<file path="src/rtl/txr_pkg.sv">
package txr_pkg;

  typedef struct packed {
    logic own;
    logic sop;
    logic eop;
    logic add_fcs;
    logic lti;
  } txd_flags_t;

  typedef enum logic [0:0] {
    ST_FETCH = 1'b0,
    ST_BUSY  = 1'b1
  } walk_st_e;

  function automatic logic fcs_pick(input logic autopad, input logic fcs_off,
                                    input logic add_req);
    if (autopad) return ~fcs_off;
    return add_req | ~fcs_off;
  endfunction

  function automatic logic irq_due(input logic eop, input logic lti,
                                   input logic lti_en);
    return eop & (~lti_en | lti);
  endfunction

endpackage

</file>
<file path="src/rtl/txr_desc_mem.sv">
module txr_desc_mem
  import txr_pkg::*;
#(
  parameter int DEPTH  = 16,
  parameter int IDX_W  = 4,
  parameter int ADDR_W = 32,
  parameter int CNT_W  = 16
) (
  input  logic              clk,
  input  logic              rst_n,
  input  logic              wr_en,
  input  logic [IDX_W-1:0]  wr_idx,
  input  txd_flags_t        wr_flags,
  input  logic [ADDR_W-1:0] wr_addr,
  input  logic [CNT_W-1:0]  wr_cnt,
  input  logic              clr_en,
  input  logic [IDX_W-1:0]  clr_idx,
  input  logic [IDX_W-1:0]  rd_idx,
  output txd_flags_t        rd_flags,
  output logic [ADDR_W-1:0] rd_addr,
  output logic [CNT_W-1:0]  rd_cnt,
  input  logic [IDX_W-1:0]  hr_idx,
  output txd_flags_t        hr_flags
);

  txd_flags_t        flags_q [DEPTH];
  logic [ADDR_W-1:0] addr_q  [DEPTH];
  logic [CNT_W-1:0]  cnt_q   [DEPTH];

  logic wr_hit_clr;
  assign wr_hit_clr = wr_en && (wr_idx == clr_idx);

  always_ff @(posedge clk or negedge rst_n) begin
    if (!rst_n) begin
      for (int k = 0; k < DEPTH; k++) flags_q[k] <= '0;
    end else begin
      for (int k = 0; k < DEPTH; k++) begin
        if (wr_en && wr_idx == IDX_W'(k))
          flags_q[k] <= wr_flags;
        else if (clr_en && clr_idx == IDX_W'(k))
          flags_q[k].own <= 1'b0;
      end
    end
  end

  always_ff @(posedge clk) begin
    if (wr_en) begin
      addr_q[wr_idx] <= wr_addr;
      cnt_q[wr_idx]  <= wr_cnt;
    end
  end

  assign rd_flags = flags_q[rd_idx];
  assign rd_addr  = addr_q[rd_idx];
  assign rd_cnt   = cnt_q[rd_idx];
  assign hr_flags = flags_q[hr_idx];

  AST_OWN_GIVEBACK: assert property (@(posedge clk) disable iff (!rst_n)
    (clr_en && !wr_hit_clr) |=> !flags_q[$past(clr_idx)].own);

  AST_MARKERS_KEPT: assert property (@(posedge clk) disable iff (!rst_n)
    (clr_en && !wr_hit_clr) |=>
      (flags_q[$past(clr_idx)][3:0] == $past(flags_q[clr_idx][3:0])));

endmodule

</file>
<file path="src/rtl/txr_irq_ctl.sv">
module txr_irq_ctl (
  input  logic clk,
  input  logic rst_n,
  input  logic set_i,
  input  logic clr_i,
  output logic irq_o
);

  always_ff @(posedge clk or negedge rst_n) begin
    if (!rst_n)     irq_o <= 1'b0;
    else if (set_i) irq_o <= 1'b1;
    else if (clr_i) irq_o <= 1'b0;
  end

  AST_SET_WINS: assert property (@(posedge clk) disable iff (!rst_n)
    set_i |=> irq_o);

  AST_CLR_DROPS: assert property (@(posedge clk) disable iff (!rst_n)
    (clr_i && !set_i) |=> !irq_o);

  AST_STICKY: assert property (@(posedge clk) disable iff (!rst_n)
    (irq_o && !clr_i) |=> irq_o);

endmodule

</file>
<file path="src/rtl/txr_walk_ctl.sv">
module txr_walk_ctl
  import txr_pkg::*;
#(
  parameter int DEPTH  = 16,
  parameter int IDX_W  = 4,
  parameter int ADDR_W = 32,
  parameter int CNT_W  = 16
) (
  input  logic              clk,
  input  logic              rst_n,
  input  logic              run,
  input  logic              autopad,
  input  logic              fcs_off,
  input  logic              lti_en,
  output logic [IDX_W-1:0]  rd_idx,
  input  txd_flags_t        d_flags,
  input  logic [ADDR_W-1:0] d_addr,
  input  logic [CNT_W-1:0]  d_cnt,
  output logic              req_valid,
  output logic [ADDR_W-1:0] req_addr,
  output logic [CNT_W-1:0]  req_cnt,
  output logic              req_first,
  output logic              req_last,
  output logic              req_fcs,
  input  logic              req_done,
  output logic              clr_en,
  output logic [IDX_W-1:0]  clr_idx,
  output logic              irq_set,
  output logic              uflow
);

  walk_st_e         state;
  logic [IDX_W-1:0] cur_idx;
  logic             in_frame;
  logic             cur_lti;

  function automatic logic [IDX_W-1:0] step(input logic [IDX_W-1:0] i);
    if (i == IDX_W'(DEPTH - 1)) return '0;
    return i + 1'b1;
  endfunction

  logic can_go, take, skip, starve, finish;
  assign can_go = (state == ST_FETCH) && run;
  assign take   = can_go && d_flags.own && (in_frame || d_flags.sop);
  assign skip   = can_go && d_flags.own && !in_frame && !d_flags.sop;
  assign starve = can_go && !d_flags.own && in_frame;
  assign finish = (state == ST_BUSY) && req_done;

  always_ff @(posedge clk or negedge rst_n) begin
    if (!rst_n) begin
      state     <= ST_FETCH;
      cur_idx   <= '0;
      in_frame  <= 1'b0;
      cur_lti   <= 1'b0;
      req_addr  <= '0;
      req_cnt   <= '0;
      req_first <= 1'b0;
      req_last  <= 1'b0;
      req_fcs   <= 1'b0;
      uflow     <= 1'b0;
    end else begin
      uflow <= starve;
      if (take) begin
        state     <= ST_BUSY;
        req_addr  <= d_addr;
        req_cnt   <= d_cnt;
        req_first <= !in_frame;
        req_last  <= d_flags.eop;
        cur_lti   <= d_flags.lti;
        if (!in_frame) req_fcs <= fcs_pick(autopad, fcs_off, d_flags.add_fcs);
      end
      if (skip)   cur_idx  <= step(cur_idx);
      if (starve) in_frame <= 1'b0;
      if (finish) begin
        state    <= ST_FETCH;
        cur_idx  <= step(cur_idx);
        in_frame <= !req_last;
      end
    end
  end

  assign rd_idx    = cur_idx;
  assign req_valid = (state == ST_BUSY);
  assign clr_en    = finish;
  assign clr_idx   = cur_idx;
  assign irq_set   = finish && irq_due(req_last, cur_lti, lti_en);

  AST_REQ_HOLD: assert property (@(posedge clk) disable iff (!rst_n)
    (req_valid && !req_done) |=>
      (req_valid && $stable(req_addr) && $stable(req_cnt) && $stable(req_last)));

  AST_FCS_FRAME: assert property (@(posedge clk) disable iff (!rst_n)
    ($rose(req_valid) && !req_first) |-> $stable(req_fcs));

  AST_UFLOW_IDLE: assert property (@(posedge clk) disable iff (!rst_n)
    uflow |-> !req_valid);

  AST_HALT: assert property (@(posedge clk) disable iff (!rst_n)
    (!run && !req_valid) |=> !req_valid);

endmodule

</file>
<file path="src/rtl/txring_walker.sv">
module txring_walker
  import txr_pkg::*;
#(
  parameter int RING_DEPTH = 16,
  parameter int ADDR_W     = 32,
  parameter int CNT_W      = 16,
  parameter int IDX_W      = $clog2(RING_DEPTH)
) (
  input  logic              clk,
  input  logic              rst_n,
  input  logic              cfg_run,
  input  logic              cfg_autopad,
  input  logic              cfg_fcs_off,
  input  logic              cfg_lti_en,
  input  logic              hw_en,
  input  logic [IDX_W-1:0]  hw_idx,
  input  logic              hw_own,
  input  logic              hw_sop,
  input  logic              hw_eop,
  input  logic              hw_add_fcs,
  input  logic              hw_lti,
  input  logic [ADDR_W-1:0] hw_addr,
  input  logic [CNT_W-1:0]  hw_cnt,
  input  logic [IDX_W-1:0]  hr_idx,
  output logic              hr_own,
  output logic              hr_sop,
  output logic              hr_eop,
  output logic              hr_add_fcs,
  output logic              hr_lti,
  output logic              req_valid,
  output logic [ADDR_W-1:0] req_addr,
  output logic [CNT_W-1:0]  req_cnt,
  output logic              req_first,
  output logic              req_last,
  output logic              req_fcs,
  input  logic              req_done,
  input  logic              irq_clr,
  output logic              tx_irq,
  output logic              err_uflow
);

  txd_flags_t        wr_flags, rd_flags, hr_flags;
  logic [IDX_W-1:0]  rd_idx, clr_idx;
  logic [ADDR_W-1:0] rd_addr;
  logic [CNT_W-1:0]  rd_cnt;
  logic              clr_en, irq_set;

  assign wr_flags = '{own: hw_own, sop: hw_sop, eop: hw_eop,
                      add_fcs: hw_add_fcs, lti: hw_lti};

  txr_desc_mem #(.DEPTH(RING_DEPTH), .IDX_W(IDX_W), .ADDR_W(ADDR_W), .CNT_W(CNT_W))
  u_mem (
    .clk(clk), .rst_n(rst_n),
    .wr_en(hw_en), .wr_idx(hw_idx), .wr_flags(wr_flags),
    .wr_addr(hw_addr), .wr_cnt(hw_cnt),
    .clr_en(clr_en), .clr_idx(clr_idx),
    .rd_idx(rd_idx), .rd_flags(rd_flags), .rd_addr(rd_addr), .rd_cnt(rd_cnt),
    .hr_idx(hr_idx), .hr_flags(hr_flags)
  );

  txr_walk_ctl #(.DEPTH(RING_DEPTH), .IDX_W(IDX_W), .ADDR_W(ADDR_W), .CNT_W(CNT_W))
  u_walk (
    .clk(clk), .rst_n(rst_n),
    .run(cfg_run), .autopad(cfg_autopad), .fcs_off(cfg_fcs_off), .lti_en(cfg_lti_en),
    .rd_idx(rd_idx), .d_flags(rd_flags), .d_addr(rd_addr), .d_cnt(rd_cnt),
    .req_valid(req_valid), .req_addr(req_addr), .req_cnt(req_cnt),
    .req_first(req_first), .req_last(req_last), .req_fcs(req_fcs),
    .req_done(req_done),
    .clr_en(clr_en), .clr_idx(clr_idx), .irq_set(irq_set), .uflow(err_uflow)
  );

  txr_irq_ctl u_irq (
    .clk(clk), .rst_n(rst_n), .set_i(irq_set), .clr_i(irq_clr), .irq_o(tx_irq)
  );

  assign hr_own     = hr_flags.own;
  assign hr_sop     = hr_flags.sop;
  assign hr_eop     = hr_flags.eop;
  assign hr_add_fcs = hr_flags.add_fcs;
  assign hr_lti     = hr_flags.lti;

  AST_IRQ_ONLY_ON_DONE: assert property (@(posedge clk) disable iff (!rst_n)
    $rose(tx_irq) |-> $past(req_done && req_valid && req_last));

endmodule

</file>
<file path="config.mk">
export PLATFORM = sky130hd
export DESIGN_NAME = txring_walker
export DESIGN_NICKNAME = d
export VERILOG_FILES = /design/src/rtl/txr_pkg.sv /design/src/rtl/txr_desc_mem.sv /design/src/rtl/txr_irq_ctl.sv /design/src/rtl/txr_walk_ctl.sv /design/src/rtl/txring_walker.sv
export SDC_FILE = /design/constraint.sdc
export NUM_CORES = 1
export LEC_CHECK = 0
export BUFFER_PORTS_ARGS = -buffer_cell sky130_fd_sc_hd__clkbuf_2
export CAP_MARGIN = 20
export CORE_UTILIZATION = 45
export DETAILED_ROUTE_END_ITERATION = 12
export HOLD_SLACK_MARGIN = 0.02
export SETUP_SLACK_MARGIN = 0.2
export SYNTH_ARGS = -nofsm -noshare
export SYNTH_HDL_FRONTEND = slang
export SYNTH_SLANG_ARGS = --single-unit
</file>
<file path="constraint.sdc">
create_clock -name clk -period 2.5 [get_ports clk]
set_input_delay 0.125 -clock clk [delete_from_list [all_inputs] [get_ports clk]]
set_output_delay 0.125 -clock clk [all_outputs]
set_load 0.005 [all_outputs]
</file>
======== After elaboration in Yosys (flattened, before gate mapping) ========
Memory sizes are Yosys's and may differ from the RTL's. A register that Yosys moved wholly into a read port is not among the register bits.
Index checks and enable logic that the tools add are counted.
cells by class
  add/subtract/negate cells ............... 1
  $lt $le $gt $ge ......................... 2
  equality and inequality tests ........... 30
  multiplexer cells ....................... 59
  bitwise logic cells ..................... 9
  reductions and logical operators ........ 71
operator list
  kind                                                                   number
  4-bit equality test, second input constant                             16
  1-bit two-way mux                                                      48
  1-bit logical AND                                                      41
  5-bit binary-select mux with 4-bit select                              2
  2-bit nonzero test                                                     20
  4-bit by 3-bit equality test with 1-bit output, second input constant  8
  4-bit two-way mux                                                      5
  5-bit two-way mux                                                      4
  4-bit by 2-bit equality test with 1-bit output, second input constant  4
  5-bit greater-or-equal comparator, second input constant               2
  4-bit NOT with 5-bit output                                            2
  4-bit by 1-bit equality test with 1-bit output, second input constant  2
  4-bit logical NOT                                                      2
  1-bit logical NOT                                                      6
  4-bit by 1-bit adder with 4-bit output, second input constant          1
  1-bit NOT                                                              4
  1-bit OR                                                               2
  2-bit AND reduction                                                    1
  1-bit AND                                                              1
  1-bit logical OR                                                       1
storage, ports and cells
  bits in registers ....................... 92
  memory bits (writable) .................. 768
  word-level logic and storage cells ...... 263
  memories ................................ 2
memories
  memory        words  width  read ports  clocked after memory_dff  wr ports  line                source
  u_mem.addr_q  16     32     1           1                         1         txr_desc_mem.sv:27  logic [ADDR_W-1:0] addr_q [DEPTH];
  u_mem.cnt_q   16     16     1           1                         1         txr_desc_mem.sv:28  logic [CNT_W-1:0] cnt_q [DEPTH];

======== Logic depth before layout (Yosys ltp) ========
Gate-level depths: netlist (run 1).
  depth in word-level cells ............... 11
  depth in mapped cells ................... 8
  gate-level depth less buffers ........... 5

======== Cells and area by module ========
From an unflattened synthesis (run 1), not the netlist that was laid out.
second synthesis, totals
  cells, all modules ...................... 1650
  area total of the unflattened synthesis .. 35501.5 um^2
modules (own cells, without submodules)
  module        instances  cells an instance  area an instance (um^2)
  txr_desc_mem  1          1498               33080.5
  txr_walk_ctl  1          149                2384.8
  txr_irq_ctl   1          3                  36.3

======== Worst setup path after synthesis (run 1) ========
OpenSTA, ideal clock, no wires.
  kind .................................... input-to-reg
  from .................................... in hw_idx[0]
  to ...................................... reg u_mem.flags_q[19] (netlist bit)
  library setup time ...................... 0.325 ns
  arrival time ............................ 4.355 ns
  slack ................................... -2.180 ns
  stages on the path ...................... 3
  path buffers ............................ 1
  cells stage by stage .................... clkbuf_1 > nor3_1 > o21ai_0
between the ends
  cells in the longest elaborated chain, start to end .. 3
  elaborated cells on any way between the ends .. 4
  classes of those cells .................. eq/ne: 1; mux: 1; reduce/logical: 2
RTL lines
  what                                                     line                 source
  start: declaration                                       txring_walker.sv:16  input logic [IDX_W-1:0] hw_idx,
  4-bit equality test *                                    txr_desc_mem.sv:38   if (wr_en && wr_idx == IDX_W'(k))
  1-bit logical AND *                                      txr_desc_mem.sv:38
  1-bit two-way mux or 2-bit nonzero test (tied branches)  -
  end signal: indexed assignment                           txr_desc_mem.sv:39   flags_q[k] <= wr_flags;
  end: declaration                                         txr_desc_mem.sv:26   txd_flags_t flags_q [DEPTH];
Every way passes the cells marked *; elsewhere a longest branch is shown, timed or not.
A chain may end at the register's enable or synchronous reset.

======== Final worst setup path (run 1) ========
  from .................................... reg u_walk.cur_idx[0], in the netlist u_walk.clr_idx[0]
  to ...................................... reg u_walk.req_addr[25] (read register of u_mem.addr_q)
between the ends
  cells in the longest elaborated chain, start to end .. 6
  elaborated cells on any way between the ends .. 7
  classes of those cells .................. mux: 3; bitwise: 1; reduce/logical: 3
RTL lines
  what                                                   line                source
  start: declaration                                     txr_walk_ctl.sv:33  logic [IDX_W-1:0] cur_idx;
  start signal: assignment                               txr_walk_ctl.sv:72  if (skip) cur_idx <= step(cur_idx);
  start signal: assignment                               txr_walk_ctl.sv:76  cur_idx <= step(cur_idx);
  4-bit NOT with 5-bit output (not written as such)      txr_desc_mem.sv:53  assign rd_flags = flags_q[rd_idx];
  5-bit binary-select mux with 4-bit select              txr_desc_mem.sv:53
  5-bit two-way mux (not written as such) (2 in a row)   txr_desc_mem.sv:53
  1-bit logical AND or 1-bit logical OR (tied branches)  txr_walk_ctl.sv:44  assign take = can_go && d_flags.own && (in_frame || d_flags.sop);
  1-bit logical AND                                      txr_walk_ctl.sv:44
  end: declaration                                       txr_walk_ctl.sv:20  output logic [ADDR_W-1:0] req_addr,
Parallel ways exist; a longest one is shown, timed or not. The select of a mux whose other input is x is not followed.

==> results.md, run 1 <==
- Max Fclk: 409.0 MHz
- # fillers: 5880
- Die area: 0.08038 mm^2
- Synth Area per Inst: 23.37 um^2
- Met3 wire length: 4017 um
- Slew @ Worst Pin: 734.0 ps
- Post-synthesis async set-or-reset flop share: 15.42%
- Commonest non-fill, non-tap cell in the layout: edfxtp_1
- Detailed Route Iter0 Violations: 1332
- Area Growth Syn to Fin: 20.53%
- Fraction of layout cells with a size suffix above 1: 42.92%
- TritonCTS Buffers: 93
- GPL Wtd Cong: 0.8487
- Wl on met1: 35910 um
- Post-synthesis cell type count: 44
- Drt total wl: 85260 um
- Synthesized cell area: 0.03566 mm^2
- Max_slew headroom: 51.07%
- Maximum clock insertion buffer count: 3
- Worst vdd ir: 633.0 uV
- Met2 wire len: 43670 um
- Core Area: 0.07798 mm^2
- Detailed-route via count: 17.19k
- DPL Wire Length: 46980 um
- FF-to-FF End: u_walk.req_addr[25]
- Setup Viol. Count Final: 0
- Placed insts: 2712
- Vias per cell: 5.750
- Crit Path Max Fanout: 7
- Post-Synthesis Cells: 1526
- EDFF count, synth: 768
- Arrival @ worst endpoint: 2960 ps
- Power density over the cells: 1037 mW/mm^2
- CP max-delay cell: dfrtp_4
- Worst R2R Start: u_walk.clr_idx[0]
- Final hold slack: 149.8 ps
- Hold Path Class: primary input to flip-flop
- Post-route ant nets: 0
- Slew Limit Fails: 0
- Setup CP Type: flip-flop to flip-flop
- Routed len/inst: 28.52 um
- RSZ-0062 raised after global routing: yes
- Die height: 283.5 um
- Die Wd: 283.5 um
- I/O pin total: 129
- Clock slew at reported path FFs: 60 ps
- Synth Flop Type: edfxtp_1
- Setup slack, reg-to-reg: 50 ps
- Cell Count, Final, Fillers Out: 2990
- CTS Sinks: 908
- Clock latency on the worst-skew pair: 640 ps
- Tcrit/Tclk final: 97.80%
- Global route overflow: 0
- Seq cells post-synth: 908
- Final min period: 2445 ps
- Nets: 1942
- Hold Startpoint: hw_idx[2]
- Port bufs: 128
- Syn nets: 1600
- DRC viols: 0
- Most frequent cells in the layout: 768 x edfxtp_1, 280 x mux4_2, 136 x dfrtp_1
- Register area share after synthesis: 74.49%
- CP startpoint kind: flip-flop
- Top layer in use: met4
- MaxCap Viol Count: 0
- Initial Utilization: 45.74%
- Clock Skew: 19.25 ps
- R2R depth: 6
- DRT Pass-1 Iters: 5
- Hold path cells: 5
- Syn. warnings: 0
- Antenna violations before repair: 0
- Vias in the first global route: 18.33k
- Clock root cell: clkbuf_16
- Crit end category: flip-flop
- CP cell instances: buf_4 > clkbuf_16 > buf_4 > mux4_2 > mux4_2 > mux2_4
- Largest net degree at the start of global routing: 69
- Crit path required time: 3020 ps
- Fin. Hold Viols: 0
- Critical Path Max Stage Delay: 530 ps
- WHS Endpoint: u_mem.flags_q[64]
- First-pass GRT wire length: 124500 um
- Status: complete, no violations
- Leak: 14.80 nW
- CTS H-Tree Depth: 3
- # rows: 102
- CTS tree: built
- Total GRT Usage: 21.29%
## registers in the layout, summed over array words and instances, names as in the netlist, 4 cells and up
signal           flops
u_mem.addr_q       512
u_walk.clr_idx       4
u_mem.cnt_q        256
u_walk.req_cnt      16
u_walk.req_addr     32
u_mem.flags_q       80
## where the power goes
part | leakage (nW) | switching, W | internal [W] | total, W
combinational | 4.65 | 0.00526 | 0.00747 | 0.0127
clock | 1.49 | 0.00564 | 0.00797 | 0.0136
sequential | 8.66 | 0.000749 | 0.0175 | 0.0183
total | 14.8 | 0.0116 | 0.0329 | 0.0446
## worst max-delay path by stage
stage                                     end  cells after the start  slack [ps]               from
after floorplan             u_mem.flags_q[35]                      3        -560          hw_idx[2]
after detailed placement    u_walk.req_cnt[1]                      7          -8  u_walk.clr_idx[1]
after global placement      u_walk.req_cnt[1]                      7          -3  u_walk.clr_idx[1]
final                     u_walk.req_addr[25]                      6          50  u_walk.clr_idx[0]
after global routing        u_walk.req_cnt[1]                      8          30  u_walk.clr_idx[1]
after CTS                 u_walk.req_addr[14]                      5          90  u_walk.clr_idx[0]
## Yosys cell counts (5+ instances only)
cell type / count / area [um^2]
clkbuf_1: 28 / 105.1
buf_6: 13 / 146.4
mux4_2: 280 / 6306
dfrtp_1: 140 / 3503
mux2_4: 19 / 285.3
buf_2: 21 / 105.1
inv_1: 8 / 30.03
nand2b_1: 5 / 31.28
o21ai_0: 36 / 180.2
nand2_1: 25 / 93.84
mux4_1: 6 / 157.7
edfxtp_1: 768 / 23060
nor2_1: 12 / 45.04
mux2_2: 99 / 1115
buf_4: 17 / 127.6
## routing by layer
metal  vias to the layer above  GRT usage, %
li1                       7178             -
met1                      9435         28.88
met2                       456         35.99
met3                       124         3.601
met4                         0         5.324
met5                         -             0
## what timing repair did
action | CTS | global route
endpoints found under the setup margin | 57 | 59
gates cloned | 1 | 8
resized for setup | 5 | 40
hold endpoints to repair | 993 | 0
buffers inserted | 14 | 16
hold buffers | 62 | 0
pin swaps | 2 | 5
## through the flow
step	utilization (%)	instance area, um^2	setup slack [ps]	power, W	setup TNS [ps]
floorplan	-	35750	-558.9	0.02644	-85380
global placement	49.53	38620	-3.346	0.02999	-7.216
detailed placement	49.53	38620	-7.544	0.03011	-12.16
CTS	54.43	42450	86.87	0.04408	0
global route	55.12	42980	26.64	0.04638	0
finish	55.13	42990	54.98	0.04459	0
## worst max-delay path: cells and delay by family (launching register included)
| kind | cells | cell delay (ps) |
|---|---|---|
| multiplexers | 3 | 1330 |
| flip-flops | 1 | 530 |
| buffers and inverters | 3 | 450 |
## area by class of cell
type                    count  area [um^2]  area share, %
flip-flops and latches    908        26580          61.83
repair buffers            330         3221          7.492
well taps                1040         1301          3.027
clock buffers             139         2693          6.264
inverters                   8        32.53        0.07568
clock inverters            36        330.3         0.7684
multi-input cells         527         8823          20.53
diodes                      2        5.005        0.01164
## cells by family (layout without fill, tap and decap cells)
group | after synthesis | count (layout) | share of synthesized area [%]
buffers and inverters | 91 | 513 | 1.484
flip-flops | 908 | 908 | 74.49
AND/OR/NAND/NOR | 63 | 63 | 0.8526
XOR/XNOR | 1 | 1 | 0.02456
AO/OA/AOI/OAI | 50 | 50 | 0.7719
multiplexers | 409 | 409 | 22.24
adder cells (fa/ha/maj) | 4 | 4 | 0.1403
other | 0 | 2 | 0
No activity file was read; power rests on OpenSTA's default activity.
==> run 2: changes to the inputs <==
--- a/config.mk
+++ b/config.mk
@@ -5,6 +5,7 @@
 export SDC_FILE = /design/constraint.sdc
 export NUM_CORES = 1
 export LEC_CHECK = 0
+export ABC_AREA = 1
 export BUFFER_PORTS_ARGS = -buffer_cell sky130_fd_sc_hd__clkbuf_2
 export CAP_MARGIN = 20
 export CORE_UTILIZATION = 45
==> results.md, run 2 <==
- Status: complete, no violations (unchanged)
- Nets: 3305 (was 1942)
- # rows: 103 (was 102)
- Critical Path Max Stage Delay: 590 ps (was 530 ps)
- Seq cells post-synth: 908 (unchanged)
- DRT Pass-1 Iters: 6 (was 5)
- Met2 wire len: 46640 um (was 43670 um)
- Post-synthesis cell type count: 32 (was 44)
- Detailed Route Iter0 Violations: 2377 (was 1332)
- Syn nets: 3157 (was 1600)
- Comb power frac: 29.0% (was 28.5%)
- Switching Power: 0.01538 W (was 0.01165 W)
- Internal power: 0.02949 W (was 0.03294 W)
- Post-Synthesis Cells: 3083 (was 1526)
- Die area: 0.08209 mm^2 (was 0.08038 mm^2)
- Synth Area per Inst: 11.82 um^2 (was 23.37 um^2)
- Top-count cell post-synth: edfxtp_1 (unchanged)
- Synthesized cell area: 0.03643 mm^2 (was 0.03566 mm^2)
- Routed len/inst: 22.53 um (was 28.52 um)
- Vias per cell: 5.704 (was 5.750)
- Top reg by flops: u_mem.addr_q (unchanged)
- Most frequent cells in the layout: 768 x edfxtp_1, 538 x nand2_1, 518 x o21ai_0 (was 768 x edfxtp_1, 280 x mux4_2, 136 x dfrtp_1)
- Clock slew at reported path FFs: 60 ps (about the same)
- Synth area leaders: edfxtp_1 63%, dfrtp_1 9.6%, o21ai_0 7.1%, nand2_1 5.5%, nor2_1 4.4% (was edfxtp_1 65%, mux4_2 18%, dfrtp_1 9.8%, mux2_2 3.1%, mux2_4 0.80%)
- Global route overflow: 0 (unchanged)
- MaxCap Viol Count: 0 (unchanged)
- CP startpoint kind: flip-flop (unchanged)
- TritonCTS Buffers: 94 (was 93)
- Fin. Hold Viols: 0 (unchanged)
- Wl on met1: 41970 um (was 35910 um)
- Arrival @ worst endpoint: 2740 ps (was 2960 ps)
- Leak: 15.06 nW (was 14.80 nW)
- Power density over the cells: 1059 mW/mm^2 (was 1037 mW/mm^2)
- Slew @ Worst Pin: 731.3 ps (was 734.0 ps)
- Sum Neg Setup Slack: 0 ps (unchanged)
- Crit Path Max Fanout: 116 (was 7)
- Clock power frac: 30.5% (about the same)
- Switching fraction of total power: 34.27% (was 26.12%)
- Hold Path Class: primary input to async pin (was primary input to flip-flop)
- Vias in the first global route: 24.08k (was 18.33k)
- Commonest non-fill, non-tap cell in the layout: edfxtp_1 (unchanged)
- Clock Skew: 30.36 ps (was 19.25 ps)
- Setup Viol. Count Final: 0 (unchanged)
- DRC viols: 0 (unchanged)
- CTS tree: built (unchanged)
- Worst path top cell family by delay: buffers and inverters (was multiplexers)
- Setup slack after placement: 396.7 ps (was -7.544 ps)
- Detailed-route via count: 24.90k (was 17.19k)
- EDFF count, synth: 768 (unchanged)
- Total GRT Usage: 23.97% (was 21.29%)
- RSZ-0062 raised after global routing: yes (unchanged)
- CTS H-Tree Depth: 3 (unchanged)
- Met3 wire length: 6828 um (was 4017 um)
- DPL Wire Length: 49200 um (was 46980 um)
- CP max-delay cell: dfrtp_4 (unchanged)
- Maximum clock insertion buffer count: 3 (unchanged)
- Antenna violations before repair: 5 (was 0)
- Flop pwr share: 40.6% (was 40.9%)
- Syn. warnings: 0 (unchanged)
- Synth Flop Type: edfxtp_1 (unchanged)
- GPL Wtd Cong: 0.8880 (was 0.8487)
- Max Fclk: 466.0 MHz (was 409.0 MHz)
- Post-route ant nets: 0 (unchanged)
- Area Growth Syn to Fin: 16.33% (was 20.53%)
- Largest net degree at the start of global routing: 125 (was 69)
- Port bufs: 128 (unchanged)
- FF-to-FF End: u_walk.req_cnt[12] (was u_walk.req_addr[25])
- Final min period: 2146 ps (was 2445 ps)
- Largest register FFs: 512 (unchanged)
- Crit end category: flip-flop (unchanged)
- CP most frequent cell: nand2_1
- Clock latency on the worst-skew pair: 660 ps (was 640 ps)
- First-pass GRT wire length: 148700 um (was 124500 um)
- Max_slew headroom: 51.13% (was 51.07%)
- Area leader, netlist: edfxtp_1 (unchanged)
- Worst vdd ir: 901.6 uV (was 633.0 uV)
- Largest regs: u_mem.addr_q: 512 flops, u_mem.cnt_q: 256 flops, u_mem.flags_q: 80 flops (unchanged)
- Post-synthesis async set-or-reset flop share: 15.42% (unchanged)
- Die height: 286.5 um (was 283.5 um)
- Setup slack, reg-to-reg: 350 ps (was 50 ps)
- CP cell instances: inv_16 > buf_12 > o21ai_0 > o22ai_1 > nand2_1 > nand4_1 > nand2_1 > nand2_1 (was buf_4 > clkbuf_16 > buf_4 > mux4_2 > mux4_2 > mux2_4)
- Clock root cell: clkbuf_16 (unchanged)
- Crit path required time: 3090 ps (was 3020 ps)
- I/O pin total: 129 (unchanged)
- Fraction of layout cells with a size suffix above 1: 10.96% (was 42.92%)
- Tcrit/Tclk final: 85.84% (was 97.80%)
- Core Area: 0.07952 mm^2 (was 0.07798 mm^2)
- CP Buf/Inv Count: 2 (was 3)
- Setup CP Type: flip-flop to flip-flop (unchanged)
- Synth top area share: 63.31% (was 64.67%)
- Top layer in use: met5 (was met4)
- Initial Utilization: 45.81% (was 45.74%)
- Slew Limit Fails: 0 (unchanged)
- Worst R2R Start: u_walk.clr_idx[0] (unchanged)
- Register area share after synthesis: 72.93% (was 74.49%)
- Die Wd: 286.5 um (was 283.5 um)
- Commonest cells in the synthesized netlist: 768 x edfxtp_1, 538 x nand2_1, 518 x o21ai_0 (was 768 x edfxtp_1, 280 x mux4_2, 140 x dfrtp_1)
- Final worst slack: 354.0 ps (was 54.98 ps)
- R2R depth: 8 (was 6)
- Drt total wl: 98320 um (was 85260 um)
- Tot Pwr: 0.04487 W (was 0.04459 W)
- CTS Sinks: 908 (unchanged)
[run 2: changes by cell type after synthesis, sizes merged, moves of 119 or more]
cell   before  now
mux2      119    0
mux4      287    0
nand2      26  539
nor2       12  429
o21ai      37  520
o22ai       3  194
[run 2: worst reg2reg max path, delay by kind of cell (launching register included)]
family / cells / cell delay [ps]
buf+inv: 2 / 630
flops: 1 / 590
compound gates: 2 / 440
simple gates: 4 / 420
[run 2: cell type report]
class / instances / area (um^2)
Sequential cell: 908 / 26570
Clock buffer: 129 / 2606
Fill cell: 6661 / 37140
Antenna cell: 2 / 5.005
Timing Repair Buffer: 256 / 2351
Inverter: 102 / 401.6
Clock inverter: 49 / 435.4
Multi-Input combinational cell: 1869 / 8691
Tap cell: 1050 / 1314
[run 2: metrics by stage]
step / hold WS (ps) / area (um^2) / cells / utilization (%)
finish: 31.61 / 42380 / 4365 / 53.29
global route: 49.05 / 42380 / 4365 / 53.29
CTS: 29.01 / 42360 / 4363 / 53.27
detailed placement: 67.07 / 38710 / 4125 / 48.68
global placement: 64.24 / 38710 / 4125 / 48.68
floorplan: -170.6 / 36470 / 3083 / -
[run 2: cell families (layout without fill, tap and decap cells)]
| family | Yosys count | count (layout) | synth area share [%] |
|---|---|---|---|
| other | 0 | 2 | 0 |
| flip-flops | 908 | 908 | 72.93 |
| adder cells (fa/ha/maj) | 4 | 4 | 0.1374 |
| AND/OR/NAND/NOR | 1070 | 1070 | 11.61 |
| XOR/XNOR | 1 | 1 | 0.02405 |
| buffers and inverters | 306 | 536 | 3.607 |
| multiplexers | 1 | 1 | 0.02748 |
| AO/OA/AOI/OAI | 793 | 793 | 11.67 |
[run 2: power groups by stage]
stage	Clock [W]	Sequential, W	Combinational (W)
2_1_floorplan	0	0.0182	0.00863
4_1_cts	0.0139	0.0182	0.0130
3_5_place_dp	0	0.0185	0.0129
5_1_grt	0.0145	0.0183	0.0145
3_3_place_gp	0	0.0185	0.0126
6_report	0.0137	0.0182	0.0130
[run 2: what timing repair did]
| action | 4_1_cts | 5_1_grt |
|---|---|---|
| hold buffers | 60 | 0 |
| endpoints found under the hold margin | 958 | 0 |
| resized for setup | 0 | 2 |
| setup buffers | 0 | 0 |
| setup endpoints to repair | 0 | 21 |
[run 2: worst max path at each step]
| stage | from | end | slack (ps) | cells after the start |
|---|---|---|---|---|
| 2_1_floorplan | hw_idx[1] | u_mem.flags_q[9] | 30 | 7 |
| 3_3_place_gp | u_walk.clr_idx[0] | u_walk.req_addr[25] | 450 | 12 |
| 3_5_place_dp | u_walk.clr_idx[0] | u_walk.req_cnt[1] | 400 | 12 |
| 4_1_cts | u_mem.flags_q[63] | hr_sop | 340 | 5 |
| 5_1_grt | u_walk.clr_idx[0] | u_walk.req_cnt[13] | 200 | 12 |
| 6_report | u_walk.clr_idx[0] | u_walk.req_cnt[12] | 350 | 8 |
[run 2: metal layers]
layer	GRT usage, %	vias to the layer above
li1	-	11330
met1	33.10	12450
met2	38.68	924
met3	4.022	190
met4	7.914	6
met5	0	-
==> run 3: changes to the inputs <==
--- a/config.mk
+++ b/config.mk
@@ -6,10 +6,10 @@
 export NUM_CORES = 1
 export LEC_CHECK = 0
 export ABC_AREA = 1
-export BUFFER_PORTS_ARGS = -buffer_cell sky130_fd_sc_hd__clkbuf_2
 export CAP_MARGIN = 20
 export CORE_UTILIZATION = 45
 export DETAILED_ROUTE_END_ITERATION = 12
+export DONT_BUFFER_PORTS = 1
 export HOLD_SLACK_MARGIN = 0.02
 export SETUP_SLACK_MARGIN = 0.2
 export SYNTH_ARGS = -nofsm -noshare
==> results.md, run 3 (same netlist as run 2, synthesis figures left out) <==
- DRC viols: 0 (unchanged)
- Setup Viol. Count Final: 0 (unchanged)
- Largest register FFs: 512 (unchanged)
- Detailed-route via count: 24.48k (was 24.90k)
- Leak: 14.57 nW (was 15.06 nW)
- Top reg by flops: u_mem.addr_q (unchanged)
- Sum Neg Setup Slack: 0 ps (unchanged)
- Initial Utilization: 45.81% (unchanged)
- Fraction of layout cells with a size suffix above 1: 7.531% (was 10.96%)
- Global route overflow: 0 (unchanged)
- RSZ-0062 raised after global routing: yes (unchanged)
- First-pass GRT wire length: 147700 um (was 148700 um)
- CTS tree: built (unchanged)
- Total GRT Usage: 23.90% (was 23.97%)
- Nets: 3182 (was 3305)
- Core Area: 0.07952 mm^2 (unchanged)
- Clock latency on the worst-skew pair: 660 ps (about the same)
- Clock root cell: clkbuf_16 (unchanged)
- Crit end category: flip-flop (unchanged)
- Final hold slack: -842.6 ps (was 31.61 ps)
- Clock slew at reported path FFs: 70 ps (was 60 ps)
- Crit path required time: 3050 ps (was 3090 ps)
- Fin. Hold Viols: 140 (was 0)
- Routed len/inst: 23.15 um (was 22.53 um)
- Most frequent cells in the layout: 768 x edfxtp_1, 538 x nand2_1, 518 x o21ai_0 (unchanged)
- Post-CTS Setup Repair Bufs: 0 (unchanged)
- CP max-delay cell: dfrtp_4 (unchanged)
- DPL Wire Length: 50740 um (was 49200 um)
- MaxCap Viol Count: 0 (unchanged)
- Maximum clock insertion buffer count: 3 (unchanged)
- Die height: 286.5 um (unchanged)
- CP most frequent cell: nand2_1 (unchanged)
- Status: finished, violations left (was complete, no violations)
- Largest net degree at the start of global routing: 141 (was 125)
- Critical Path Max Stage Delay: 590 ps (about the same)
- Die Wd: 286.5 um (unchanged)
- Setup CP Type: flip-flop to flip-flop (unchanged)
- Final min period: 2178 ps (was 2146 ps)
- # rows: 103 (unchanged)
- Largest regs: u_mem.addr_q: 512 flops, u_mem.cnt_q: 256 flops, u_mem.flags_q: 80 flops (unchanged)
- Detailed Route Iter0 Violations: 2670 (was 2377)
- Max Fclk: 459.1 MHz (was 466.0 MHz)
- Hold Path Class: primary input to async pin (unchanged)
- Power density over the cells: 1072 mW/mm^2 (was 1059 mW/mm^2)
- Slew Limit Fails: 0 (unchanged)
- TritonCTS Buffers: 94 (unchanged)
- Final core occ: 52.61% (was 53.29%)
- Clock Skew: 23.65 ps (was 30.36 ps)
- GPL Wtd Cong: 0.8433 (was 0.8880)
- Internal power: 0.02970 W (was 0.02949 W)
- CP startpoint kind: flip-flop (unchanged)
- Post-CTS Hold Fix Bufs: 59 (was 60)
- Commonest non-fill, non-tap cell in the layout: edfxtp_1 (unchanged)
- Tcrit/Tclk final: 87.13% (was 85.84%)
- Drt total wl: 98140 um (was 98320 um)
- Flop pwr share: 40.9% (was 40.6%)
- Vias in the first global route: 23.71k (was 24.08k)
- Area Growth Syn to Fin: 14.83% (was 16.33%)
- Antenna violations before repair: 5 (unchanged)
- DRT Pass-1 Iters: 6 (unchanged)
- Worst vdd ir: 837.7 uV (was 901.6 uV)
- Arrival @ worst endpoint: 2720 ps (was 2740 ps)
- Switching fraction of total power: 33.80% (was 34.27%)
- Crit Path Max Fanout: 108 (was 116)
- Slew @ Worst Pin: 693.0 ps (was 731.3 ps)
- Failing checks: hold timing
- Comb power frac: 27.7% (was 29.0%)
- CTS H-Tree Depth: 3 (unchanged)
- Clock power frac: 31.4% (was 30.5%)
- Vias per cell: 5.774 (was 5.704)
- CP cell instances: clkinv_8 > buf_12 > nand2_1 > nand3_1 > nand2_1 > nand2_1 > nand2_1 > o21bai_1 > nand2_1 > nand3_1 > nand2_1 (was inv_16 > buf_12 > o21ai_0 > o22ai_1 > nand2_1 > nand4_1 > nand2_1 > nand2_1)
- CTS Sinks: 908 (unchanged)
- Switching Power: 0.01516 W (was 0.01538 W)
- Post-route ant nets: 0 (unchanged)
- Die area: 0.08209 mm^2 (unchanged)
- Max_slew headroom: 53.69% (was 51.13%)
- Port bufs: 0 (was 128)
- I/O pin total: 129 (unchanged)
[run 3: cell count changes in the layout (fill, tap and decap cells not counted), sizes merged]
cell and delta:
buf +4, bufinv +3, clkbuf -120, clkinv -12, clkinvlp -2, diode +1
inv +1
[run 3: stage by stage]
stage / std cells / hold slack, ps / cell area (um^2) / worst slack [ps] / total power, W
2_1_floorplan: 3083 / -170.6 / 36470 / 29.26 / 0.02685
3_3_place_gp: 4003 / -160.1 / 38070 / 406.8 / 0.03044
3_5_place_dp: 4003 / -160.4 / 38070 / 315.6 / 0.03071
4_1_cts: 4237 / -878.5 / 41800 / 301.0 / 0.04499
5_1_grt: 4238 / -873.5 / 41830 / 129.8 / 0.04714
6_report: 4240 / -842.6 / 41830 / 321.7 / 0.04486
[run 3: final timing paths]
check / from / to / slack, ps / cells after the start
max reg2reg: u_walk.clr_idx[0] / u_walk.req_fcs / 320 / 11
min reg2reg: u_walk.cur_lti / u_walk.cur_lti / 500 / 2
max: u_walk.clr_idx[0] / u_walk.req_fcs / 320 / 11
max in group asynchronous: rst_n / u_walk.req_addr[14] / 3140 / 0
min in group clk: hw_idx[3] / u_mem.cnt_q[12][9] / 110 / 2
min: rst_n / u_mem.flags_q[12] / -840 / 0
[run 3: layout make-up]
cell class / instances / area, um^2
inverter: 102 / 397.9
clock inverter: 39 / 460.4
antenna: 3 / 7.507
clock buffer: 136 / 2681
fill: 6593 / 37680
timing repair buffer: 133 / 1707
sequential: 908 / 26570
multi-input combinational: 1869 / 8691
tap: 1050 / 1314
[run 3: power by group through the flow]
stage / Combinational [W] / Clock, W / Sequential (W)
3_5_place_dp: 0.0121 / 0 / 0.0186
4_1_cts: 0.0123 / 0.0143 / 0.0184
5_1_grt: 0.0138 / 0.0148 / 0.0185
3_3_place_gp: 0.0118 / 0 / 0.0186
2_1_floorplan: 0.00863 / 0 / 0.0182
6_report: 0.0124 / 0.0141 / 0.0183
[run 3: timing repair]
item | in CTS | in global routing
setup endpoints to repair | 0 | 13
hold endpoints to repair | 998 | 140
resized for setup | 0 | 5
[run 3: critical path, delay by kind of cell, from the launching register on]
family / cells / cell delay, ps
simple gates: 8 / 560
buf+inv: 2 / 640
flops: 1 / 590
compound gates: 1 / 190
[run 3: routing by layer]
layer  up-vias  global-route usage, %  wire (um)
li1      11070                      -          -
met1     12260                  32.54      41190
met2       967                  39.23      47230
met3       173                  4.253       7023
met4         8                  7.166       2649
met5         -                      0         40
